===== config.mk =====
export PLATFORM = sky130hd
export DESIGN_NAME = scissor_bank
export DESIGN_NICKNAME = d
export VERILOG_FILES = /design/src/rtl/scis_pkg.sv /design/src/rtl/scis_coord_reg.sv /design/src/rtl/scis_wr_decode.sv /design/src/rtl/scis_rd_port.sv /design/src/rtl/scissor_bank.sv
export SDC_FILE = /design/constraint.sdc
export NUM_CORES = 1
export LEC_CHECK = 0
export CAP_MARGIN = 20
export CORE_AREA = 2 2 143 145
export DETAILED_ROUTE_END_ITERATION = 7
export DIE_AREA = 0 0 145 147
export HOLD_SLACK_MARGIN = 0.15
export PLACE_DENSITY = 0.72
export SLEW_MARGIN = 30
export SYNTH_ARGS = -nofsm -noshare
export SYNTH_HDL_FRONTEND = slang
export SYNTH_HIERARCHICAL = 1
export SYNTH_SLANG_ARGS = --single-unit

===== constraint.sdc =====
create_clock -name clk -period 5.3 [get_ports clk]
set_input_delay 1.59 -clock clk [delete_from_list [all_inputs] [get_ports clk]]
set_output_delay 1.59 -clock clk [all_outputs]
set_load 0.005 [all_outputs]

===== src/rtl/scis_pkg.sv =====
package scis_pkg;
  localparam int COORD_W_DEF = 14;
  localparam int HI_LSB      = 16;
  localparam int NUM_FLD     = 8;

  // field slots in the coordinate array
  localparam int F_TOP    = 0;
  localparam int F_LEFT   = 1;
  localparam int F_BOT    = 2;
  localparam int F_RIGHT  = 3;
  localparam int F_SBOT   = 4;
  localparam int F_SRIGHT = 5;
  localparam int F_DBOT   = 6;
  localparam int F_DRIGHT = 7;

  // register word addresses
  localparam logic [7:0] A_TOP     = 8'h00;
  localparam logic [7:0] A_LEFT    = 8'h01;
  localparam logic [7:0] A_BOT     = 8'h02;
  localparam logic [7:0] A_RIGHT   = 8'h03;
  localparam logic [7:0] A_SBOT    = 8'h04;
  localparam logic [7:0] A_SRIGHT  = 8'h05;
  localparam logic [7:0] A_TL_PAIR = 8'h08;
  localparam logic [7:0] A_BR_PAIR = 8'h09;
  localparam logic [7:0] A_SBR_PAIR = 8'h0A;
  localparam logic [7:0] A_DBR_PAIR = 8'h0B;

  // master control bits
  localparam int MC_SRC_CLIP = 2;
  localparam int MC_DST_CLIP = 3;
endpackage


===== src/rtl/scis_coord_reg.sv =====
module scis_coord_reg #(
  parameter int CW = 14
) (
  input  logic          clk,
  input  logic          rst,
  input  logic          wr_en,
  input  logic [CW-1:0] wr_val,
  input  logic          ld_en,
  input  logic [CW-1:0] ld_val,
  output logic [CW-1:0] q
);
  always_ff @(posedge clk) begin
    if (rst)        q <= '0;
    else if (ld_en) q <= ld_val;
    else if (wr_en) q <= wr_val;
  end

  AST_LOAD_WINS: assert property (@(posedge clk) disable iff (rst)
    ld_en |=> q == $past(ld_val));
  AST_WRITE_STORES: assert property (@(posedge clk) disable iff (rst)
    (wr_en && !ld_en) |=> q == $past(wr_val));
  AST_IDLE_HOLDS: assert property (@(posedge clk) disable iff (rst)
    (!wr_en && !ld_en) |=> $stable(q));
endmodule


===== src/rtl/scis_wr_decode.sv =====
module scis_wr_decode
  import scis_pkg::*;
#(
  parameter int ADDR_W = 8,
  parameter int DATA_W = 32,
  parameter int CW     = COORD_W_DEF,
  parameter int NF     = NUM_FLD
) (
  input  logic                 we,
  input  logic [ADDR_W-1:0]    addr,
  input  logic [DATA_W-1:0]    wdata,
  output logic [NF-1:0]        fld_we,
  output logic [NF-1:0][CW-1:0] fld_val
);
  logic [CW-1:0] lo_f, hi_f;
  logic unused_bits;

  assign lo_f = wdata[CW-1:0];
  assign hi_f = wdata[HI_LSB+CW-1:HI_LSB];
  assign unused_bits = ^{wdata[DATA_W-1:HI_LSB+CW], wdata[HI_LSB-1:CW]};

  always_comb begin
    fld_we  = '0;
    fld_val = '0;
    for (int i = 0; i < NF; i++) fld_val[i] = lo_f;
    if (we) begin
      unique case (addr)
        ADDR_W'(A_TOP):    fld_we[F_TOP]    = 1'b1;
        ADDR_W'(A_LEFT):   fld_we[F_LEFT]   = 1'b1;
        ADDR_W'(A_BOT):    fld_we[F_BOT]    = 1'b1;
        ADDR_W'(A_RIGHT):  fld_we[F_RIGHT]  = 1'b1;
        ADDR_W'(A_SBOT):   fld_we[F_SBOT]   = 1'b1;
        ADDR_W'(A_SRIGHT): fld_we[F_SRIGHT] = 1'b1;
        ADDR_W'(A_TL_PAIR): begin
          fld_we[F_LEFT] = 1'b1;
          fld_we[F_TOP]  = 1'b1;
          fld_val[F_TOP] = hi_f;
        end
        ADDR_W'(A_BR_PAIR): begin
          fld_we[F_RIGHT] = 1'b1;
          fld_we[F_BOT]   = 1'b1;
          fld_val[F_BOT]  = hi_f;
        end
        ADDR_W'(A_SBR_PAIR): begin
          fld_we[F_SRIGHT] = 1'b1;
          fld_we[F_SBOT]   = 1'b1;
          fld_val[F_SBOT]  = hi_f;
        end
        ADDR_W'(A_DBR_PAIR): begin
          fld_we[F_DRIGHT] = 1'b1;
          fld_we[F_DBOT]   = 1'b1;
          fld_val[F_DBOT]  = hi_f;
        end
        default: ;
      endcase
    end
  end
endmodule


===== src/rtl/scis_rd_port.sv =====
module scis_rd_port
  import scis_pkg::*;
#(
  parameter int ADDR_W = 8,
  parameter int DATA_W = 32,
  parameter int CW     = COORD_W_DEF,
  parameter int NF     = NUM_FLD
) (
  input  logic                  clk,
  input  logic                  rst,
  input  logic                  re,
  input  logic [ADDR_W-1:0]     addr,
  input  logic [NF-1:0][CW-1:0] fld_q,
  output logic [DATA_W-1:0]     rdata,
  output logic                  rd_err
);
  logic [DATA_W-1:0] rd_val;
  logic              wo_hit;

  always_comb begin
    rd_val = '0;
    wo_hit = 1'b0;
    unique case (addr)
      ADDR_W'(A_TOP):    rd_val[CW-1:0] = fld_q[F_TOP];
      ADDR_W'(A_LEFT):   rd_val[CW-1:0] = fld_q[F_LEFT];
      ADDR_W'(A_BOT):    rd_val[CW-1:0] = fld_q[F_BOT];
      ADDR_W'(A_RIGHT):  rd_val[CW-1:0] = fld_q[F_RIGHT];
      ADDR_W'(A_SBOT):   rd_val[CW-1:0] = fld_q[F_SBOT];
      ADDR_W'(A_SRIGHT): rd_val[CW-1:0] = fld_q[F_SRIGHT];
      ADDR_W'(A_DBR_PAIR): begin
        rd_val[CW-1:0]               = fld_q[F_DRIGHT];
        rd_val[HI_LSB+CW-1:HI_LSB]   = fld_q[F_DBOT];
      end
      ADDR_W'(A_TL_PAIR), ADDR_W'(A_BR_PAIR), ADDR_W'(A_SBR_PAIR):
        wo_hit = 1'b1;
      default: ;
    endcase
  end

  always_ff @(posedge clk) begin
    if (rst) begin
      rdata  <= '0;
      rd_err <= 1'b0;
    end else begin
      rd_err <= re & wo_hit;
      if (re) rdata <= rd_val;
    end
  end

  AST_ERR_DATA_ZERO: assert property (@(posedge clk) disable iff (rst)
    rd_err |-> rdata == '0);
  AST_ERR_NEEDS_READ: assert property (@(posedge clk) disable iff (rst)
    rd_err |-> $past(re));
  AST_RDATA_HOLD: assert property (@(posedge clk) disable iff (rst)
    !re |=> $stable(rdata));
endmodule


===== src/rtl/scissor_bank.sv =====
module scissor_bank
  import scis_pkg::*;
#(
  parameter int ADDR_W = 8,
  parameter int DATA_W = 32,
  parameter int CW     = COORD_W_DEF
) (
  input  logic              clk,
  input  logic              rst,
  input  logic [ADDR_W-1:0] reg_addr,
  input  logic [DATA_W-1:0] reg_wdata,
  input  logic              reg_we,
  input  logic              reg_re,
  output logic [DATA_W-1:0] reg_rdata,
  output logic              rd_err,
  input  logic              mc_we,
  input  logic [DATA_W-1:0] mc_wdata,
  output logic [CW-1:0]     clip_top,
  output logic [CW-1:0]     clip_left,
  output logic [CW-1:0]     clip_bottom,
  output logic [CW-1:0]     clip_right,
  output logic [CW-1:0]     src_clip_bottom,
  output logic [CW-1:0]     src_clip_right
);
  localparam int NF = NUM_FLD;

  logic [NF-1:0]         fld_we, fld_ld;
  logic [NF-1:0][CW-1:0] fld_wval, fld_lval, fld_q;
  logic                  src_rl, dst_rl;
  logic                  unused_mc;

  assign unused_mc = ^{mc_wdata[DATA_W-1:MC_DST_CLIP+1], mc_wdata[MC_SRC_CLIP-1:0]};
  assign src_rl = mc_we & ~mc_wdata[MC_SRC_CLIP];
  assign dst_rl = mc_we & ~mc_wdata[MC_DST_CLIP];

  scis_wr_decode #(.ADDR_W(ADDR_W), .DATA_W(DATA_W), .CW(CW), .NF(NF)) wr_dec_i (
    .we(reg_we), .addr(reg_addr), .wdata(reg_wdata),
    .fld_we(fld_we), .fld_val(fld_wval)
  );

  // reload sources from the master control word
  always_comb begin
    fld_ld   = '0;
    fld_lval = '0;
    fld_ld[F_TOP]     = dst_rl;
    fld_ld[F_LEFT]    = dst_rl;
    fld_ld[F_BOT]     = dst_rl;
    fld_lval[F_BOT]   = fld_q[F_DBOT];
    fld_ld[F_RIGHT]   = dst_rl;
    fld_lval[F_RIGHT] = fld_q[F_DRIGHT];
    fld_ld[F_SBOT]     = src_rl;
    fld_lval[F_SBOT]   = fld_q[F_DBOT];
    fld_ld[F_SRIGHT]   = src_rl;
    fld_lval[F_SRIGHT] = fld_q[F_DRIGHT];
  end

  for (genvar g = 0; g < NF; g++) begin : g_fld
    scis_coord_reg #(.CW(CW)) reg_i (
      .clk(clk), .rst(rst),
      .wr_en(fld_we[g]), .wr_val(fld_wval[g]),
      .ld_en(fld_ld[g]), .ld_val(fld_lval[g]),
      .q(fld_q[g])
    );
  end

  scis_rd_port #(.ADDR_W(ADDR_W), .DATA_W(DATA_W), .CW(CW), .NF(NF)) rd_port_i (
    .clk(clk), .rst(rst), .re(reg_re), .addr(reg_addr), .fld_q(fld_q),
    .rdata(reg_rdata), .rd_err(rd_err)
  );

  assign clip_top        = fld_q[F_TOP];
  assign clip_left       = fld_q[F_LEFT];
  assign clip_bottom     = fld_q[F_BOT];
  assign clip_right      = fld_q[F_RIGHT];
  assign src_clip_bottom = fld_q[F_SBOT];
  assign src_clip_right  = fld_q[F_SRIGHT];

  AST_DST_ORIGIN_CLR: assert property (@(posedge clk) disable iff (rst)
    (mc_we && !mc_wdata[MC_DST_CLIP]) |=> (clip_top == '0 && clip_left == '0));
  AST_DST_FROM_DEF: assert property (@(posedge clk) disable iff (rst)
    (mc_we && !mc_wdata[MC_DST_CLIP]) |=>
      (clip_right == $past(fld_q[F_DRIGHT]) && clip_bottom == $past(fld_q[F_DBOT])));
  AST_SRC_FROM_DEF: assert property (@(posedge clk) disable iff (rst)
    (mc_we && !mc_wdata[MC_SRC_CLIP]) |=>
      (src_clip_right == $past(fld_q[F_DRIGHT]) && src_clip_bottom == $past(fld_q[F_DBOT])));
  AST_DST_KEEP: assert property (@(posedge clk) disable iff (rst)
    (mc_we && mc_wdata[MC_DST_CLIP] && !reg_we) |=>
      ($stable(clip_top) && $stable(clip_left) && $stable(clip_bottom) && $stable(clip_right)));
  AST_SRC_KEEP: assert property (@(posedge clk) disable iff (rst)
    (mc_we && mc_wdata[MC_SRC_CLIP] && !reg_we) |=>
      ($stable(src_clip_bottom) && $stable(src_clip_right)));
  AST_READ_NO_CHANGE: assert property (@(posedge clk) disable iff (rst)
    (reg_re && !reg_we && !mc_we) |=> ($stable(clip_top) && $stable(clip_right) && $stable(src_clip_right)));
endmodule


==> impl_metrics.toml, run 1 <==
[timing]
setup_viol = 0
tns_ns = 0
hold_ws_ns = 0.481
period_minus_slack_ns = 3.69
rsz0062_at_grt = "no"
worst_pin_slew_ns = 0.886
fmax_mhz = 271
drv_slew = 0
finalHoldViolCount = 0
fin_skew_ns = 0.00726
relSlewSlack = 0.409
fin_crit_sh = 0.696

[worst_setup_path]
crit_path_max_incr_delay_ns = 0.61
critPathLaunch = "reg_addr[1]"
cp.required_ns = 5.59
critPathLaunchType = "primary input"
crit_type = "in -> reg"
end_kind = "register"
r2r_cells = 4
path_max_fanout = 18
rrSetupSlack_ns = 3.81
arrival_ns = 3.97
r2r-start = "g_fld[2].reg_i/q[9]"
rr_endpoint = "rd_port_i/rdata[9]"
slowest_stage = "clkdlybuf4s50_1"
crit_chain = "clkdlybuf4s50_1 -> buf_4 -> nor2b_1 -> nand4_2 -> mux2_2 -> mux2i_1 -> a211oi_1"

[clocking]
cts_resized = 0
cts_buffers = 17
cts.sinks = 141
clk_pin_slew_ns = 0.06
htreeDepth = 4
postCtsSetupBuffers = 0
clk_path_buf_depth = 2
tritoncts = "done"
clockRootBuffer = "clkbuf_16"
clock_latency_ns = 0.43
postCtsHoldBufs = 0

[yosys]
yosys.area.top_type = "dfxtp_1"
async_reset_ff_frac = 0
synth_top_family_by_area = "multiplexers"
synth_xor_area_frac = 0.000994
syn_inst = 886
yosys-top-cells-area = "dfxtp_1, mux2i_1, a211oi_1"
synthAdderAreaFrac = 0
synth_area_um2 = 8810
synth.avg_cell_area_um2 = 9.94
ys_ff_latch = 141
synth_top_area_frac = 0.321
synth_edf_count = 0
yosysMostFrequentCell = "dfxtp_1"
yosysWarnings = 6
ys_types = 46
synth-compound-area-share = 0.174
ys.flop_type = "dfxtp_1"
synthMuxAreaShare = 0.229
yosys-top-cells-count = "dfxtp_1, nor2b_1, a211oi_1"
yosys.area_share.simple = 0.155
ys_seq_area_frac = 0.321

[power]
power_mw = 2.89
leakagePower_nw = 3.64
ir_drop_uv = 238
powerDensity_nw_per_um2 = 268

[hold_path]
min_from = "rd_port_i/rdata[8]"
hp-class = "reg -> reg"
hold_end = "rd_port_i/rdata[8]"
hold_path_depth = 2

[final_layout]
design_area_um2 = 10800
post-route-util = 0.543
num_antenna_cells = 0
nets = 1093
layout-drive-gt1-share = 0.171
syn_to_final_growth_pct = 22.3

[placement]
placed_area_um2 = 10100
port_buffers = 155
dp_hpwl_mm = 18.3
gp_congestion = 0.853

[floorplan]
initial_core_util = 0.444
rows = 52
die_w_um = 145
io-pin-count = 194
die-area_um2 = 21300
die_h_um = 147
coreArea_um2 = 19800

[run_status]
status = "finished clean"

[routing]
dr.pass1.iters = 5
vias = 7058
wl_mm = 25.8
wire_per_inst_um = 19.9
ant_nets = 0
viasPerCell = 5.44
drt-initial-drc-count = 604
drc = 0

[global_route]
grt_remaining_overflow = 0
grt_start_max_net_pins = 89
grt_use_total = 0.241
grt_pass1_wl_mm = 40.4
grt_pass1_vias = 6810
antenna_found_initial = 0

[flow_run]
timing.max_cap.violations = 0
[metal layers]
layer  share of wire  global-route usage  vias up
met5               0                   0        -
met3           0.066              0.0444       51
met2            0.46               0.387      265
li1                -                   -     3361
met4           0.027              0.0911        0
met1            0.44               0.325     3381
[power breakdown]
| group | internal [mW] | switching [mW] |
|---|---|---|
| clock network | 0.821 | 0.478 |
| registers | 1.12 | 0.0680 |
| logic | 0.210 | 0.192 |
| total | 2.15 | 0.738 |
[kinds of logic (layout without fill, tap and decap cells)]
kind of cell	Yosys count	after routing
simple gates	206	206
compound gates	199	199
mux	191	191
buf+inv	146	218
flops	141	141
other cells	2	72
xor+xnor	1	1
[critical path, delay by kind of cell]
family	cells	cell delay, ns
AOI/OAI and AO/OA	1	0.09
buffers and inverters	2	0.91
muxes	2	0.65
and+or+nand+nor	2	0.71
[cell type report]
cell class              instances  area, um^2
inverters                      15        56.3
clock inverters                10         163
clock buffers                  21         470
repair buffers                172        1680
fillers                      1779        9070
well taps                     270         338
multi-input cells             669        5240
flip-flops and latches        141        2820
[sequential cells by signal (all words and copies together), names as in the netlist]
register,cells
rd_port_i/rdata,28
g_fld.reg_i/q,112
rd_port_i/rd_err,1
[worst max-delay path by stage]
stage / to / slack (ns) / cells past startpoint
global route: g_fld[4].reg_i/q[4] / 1.50 / 7
floorplan: g_fld[7].reg_i/q[10] / 2.17 / 9
finish: g_fld[4].reg_i/q[4] / 1.61 / 7
detailed placement: g_fld[7].reg_i/q[0] / 1.21 / 8
global placement: g_fld[7].reg_i/q[12] / 1.26 / 8
CTS: g_fld[7].reg_i/q[8] / 1.64 / 8
[stage by stage]
stage	std cells	setup WS, ns
after floorplan	956	2.17
after global placement	1267	1.26
after detailed placement	1267	1.21
after CTS	1298	1.64
after global routing	1298	1.50
final	1298	1.61
[placed cells by master (no fill, tap or decap), types with 7 or more instances in the layout]
master and n:
a211oi_1 118, a21o_1 7, a21oi_2 11, a22o_1 27, a22oi_1 9, a31oi_1 7
buf_4 17, clkbuf_16 17, clkdlybuf4s50_1 153, conb_1 72, dfxtp_1 141, inv_1 15
mux2_2 77, mux2i_1 113, nand2_1 9, nand2b_1 9, nor2_1 9, nor2_2 11
nor2b_1 131, o32ai_1 7
Note: power is estimated with default switching activity, not from simulation.
==> run 2, diff against run 1 <==
- clock period: 5.3 -> 3.4 ns (I/O delays scaled with it)
==> impl_metrics.toml, run 2 (synthesis results as in run 1) <==
[clocking]
cts_buffers = 17
clockRootBuffer = "clkbuf_16"
cts_resized = 0
postCtsHoldBufs = 0
clock_latency_ns = 0.43
tritoncts = "done"
htreeDepth = 4
postCtsSetupBuffers = 0
cts.sinks = 141
clk_pin_slew_ns = 0.06
clk_path_buf_depth = 2

[floorplan]
die_h_um = 147
initial_core_util = 0.444
rows = 52
io-pin-count = 194
die_w_um = 145
die-area_um2 = 21300
coreArea_um2 = 19800

[placement]
dp_slack_ns = 0.198
place_inst = 1278
gp_congestion = 0.863
placed_area_um2 = 10300
dp_hpwl_mm = 18.8
port_buffers = 155

[timing]
period_minus_slack_ns = 2.79
fmax_mhz = 358
worst_pin_slew_ns = 0.645
hold_ws_ns = 0.482
drv_slew = 0
rsz0062_at_grt = "no"
fin_skew_ns = 0.00462
fin_ws_ns = 0.610
finalHoldViolCount = 0
tns_ns = 0
fin_crit_sh = 0.821
setup_viol = 0
relSlewSlack = 0.570

[power]
powerDensity_nw_per_um2 = 417
ir_drop_uv = 348
leakagePower_nw = 3.73
power_mw = 4.56

[global_route]
grt_remaining_overflow = 0
grt_start_max_net_pins = 98
grt_use_total = 0.239
antenna_found_initial = 0
grt_pass1_vias = 6961
grt_pass1_wl_mm = 40.3

[final_layout]
design_area_um2 = 10900
post-route-util = 0.551
syn_to_final_growth_pct = 24.1
layout_common_cells = "clkdlybuf4s50_1, dfxtp_1, nor2b_1"
fin_cells = 1310
largest_register = "g_fld.reg_i/q"
layout-drive-gt1-share = 0.180
final_common_cell = "clkdlybuf4s50_1"
largest_register_ffs = 112
nets = 1104
num_antenna_cells = 0
reg_top3 = "g_fld.reg_i/q x112, rd_port_i/rdata x28, rd_port_i/rd_err x1"
fill_cells = 1758

[routing]
drc = 0
wire_per_inst_um = 19.5
ant_nets = 0
wl_mm = 25.5
viasPerCell = 5.33
drt-initial-drc-count = 456
vias = 6982
dr.pass1.iters = 5

[worst_setup_path]
crit_type = "in -> reg"
cp.required_ns = 3.73
end_kind = "register"
arrival_ns = 3.12
critPathLaunchType = "primary input"
path_max_fanout = 13

[flow_run]
timing.max_cap.violations = 0

[hold_path]
hp-class = "reg -> reg"

[run_status]
status = "finished clean"
[run 2: critical path: stages]
cell             delay [ns]
clkdlybuf4s50_1        0.43
or4_4                  0.69
nand3b_4               0.30
or2_0                  0.47
o32ai_1                0.21
[run 2: metal layers]
metal	GRT usage	wire length [um]	up-vias
li1	-	-	3383
met1	0.318	11600	3347
met2	0.391	12000	207
met3	0.0429	1220	45
met4	0.0881	676	0
met5	0	0	-
[run 2: final timing paths]
path | cells after the start | endpoint | slack, ns | startpoint
max reg2reg | 4 | rd_port_i/rdata[8] | 1.95 | g_fld[1].reg_i/q[8]
max | 5 | rd_port_i/rdata[10] | 0.61 | reg_addr[5]
min reg2reg | 2 | rd_port_i/rdata[9] | 0.48 | rd_port_i/rdata[9]
min | 2 | rd_port_i/rdata[9] | 0.48 | rd_port_i/rdata[9]
[run 2: cell type report]
| type | count | area [um^2] | share of cell area |
|---|---|---|---|
| inverter | 15 | 56.3 | 0.00515 |
| multi-input combinational | 669 | 5240 | 0.479 |
| sequential | 141 | 2820 | 0.258 |
| clock buffer | 21 | 460 | 0.0421 |
| tap | 270 | 338 | 0.0309 |
| clock inverter | 11 | 189 | 0.0173 |
| timing repair buffer | 183 | 1830 | 0.167 |
[run 2: power breakdown]
| part | total, mW | switching (mW) | internal, mW | leakage, nW |
|---|---|---|---|---|
| Combinational | 0.639 | 0.303 | 0.336 | 2.26 |
| Sequential | 1.85 | 0.107 | 1.74 | 1.16 |
| Clock | 2.07 | 0.731 | 1.34 | 0.313 |
| Total | 4.56 | 1.14 | 3.41 | 3.73 |
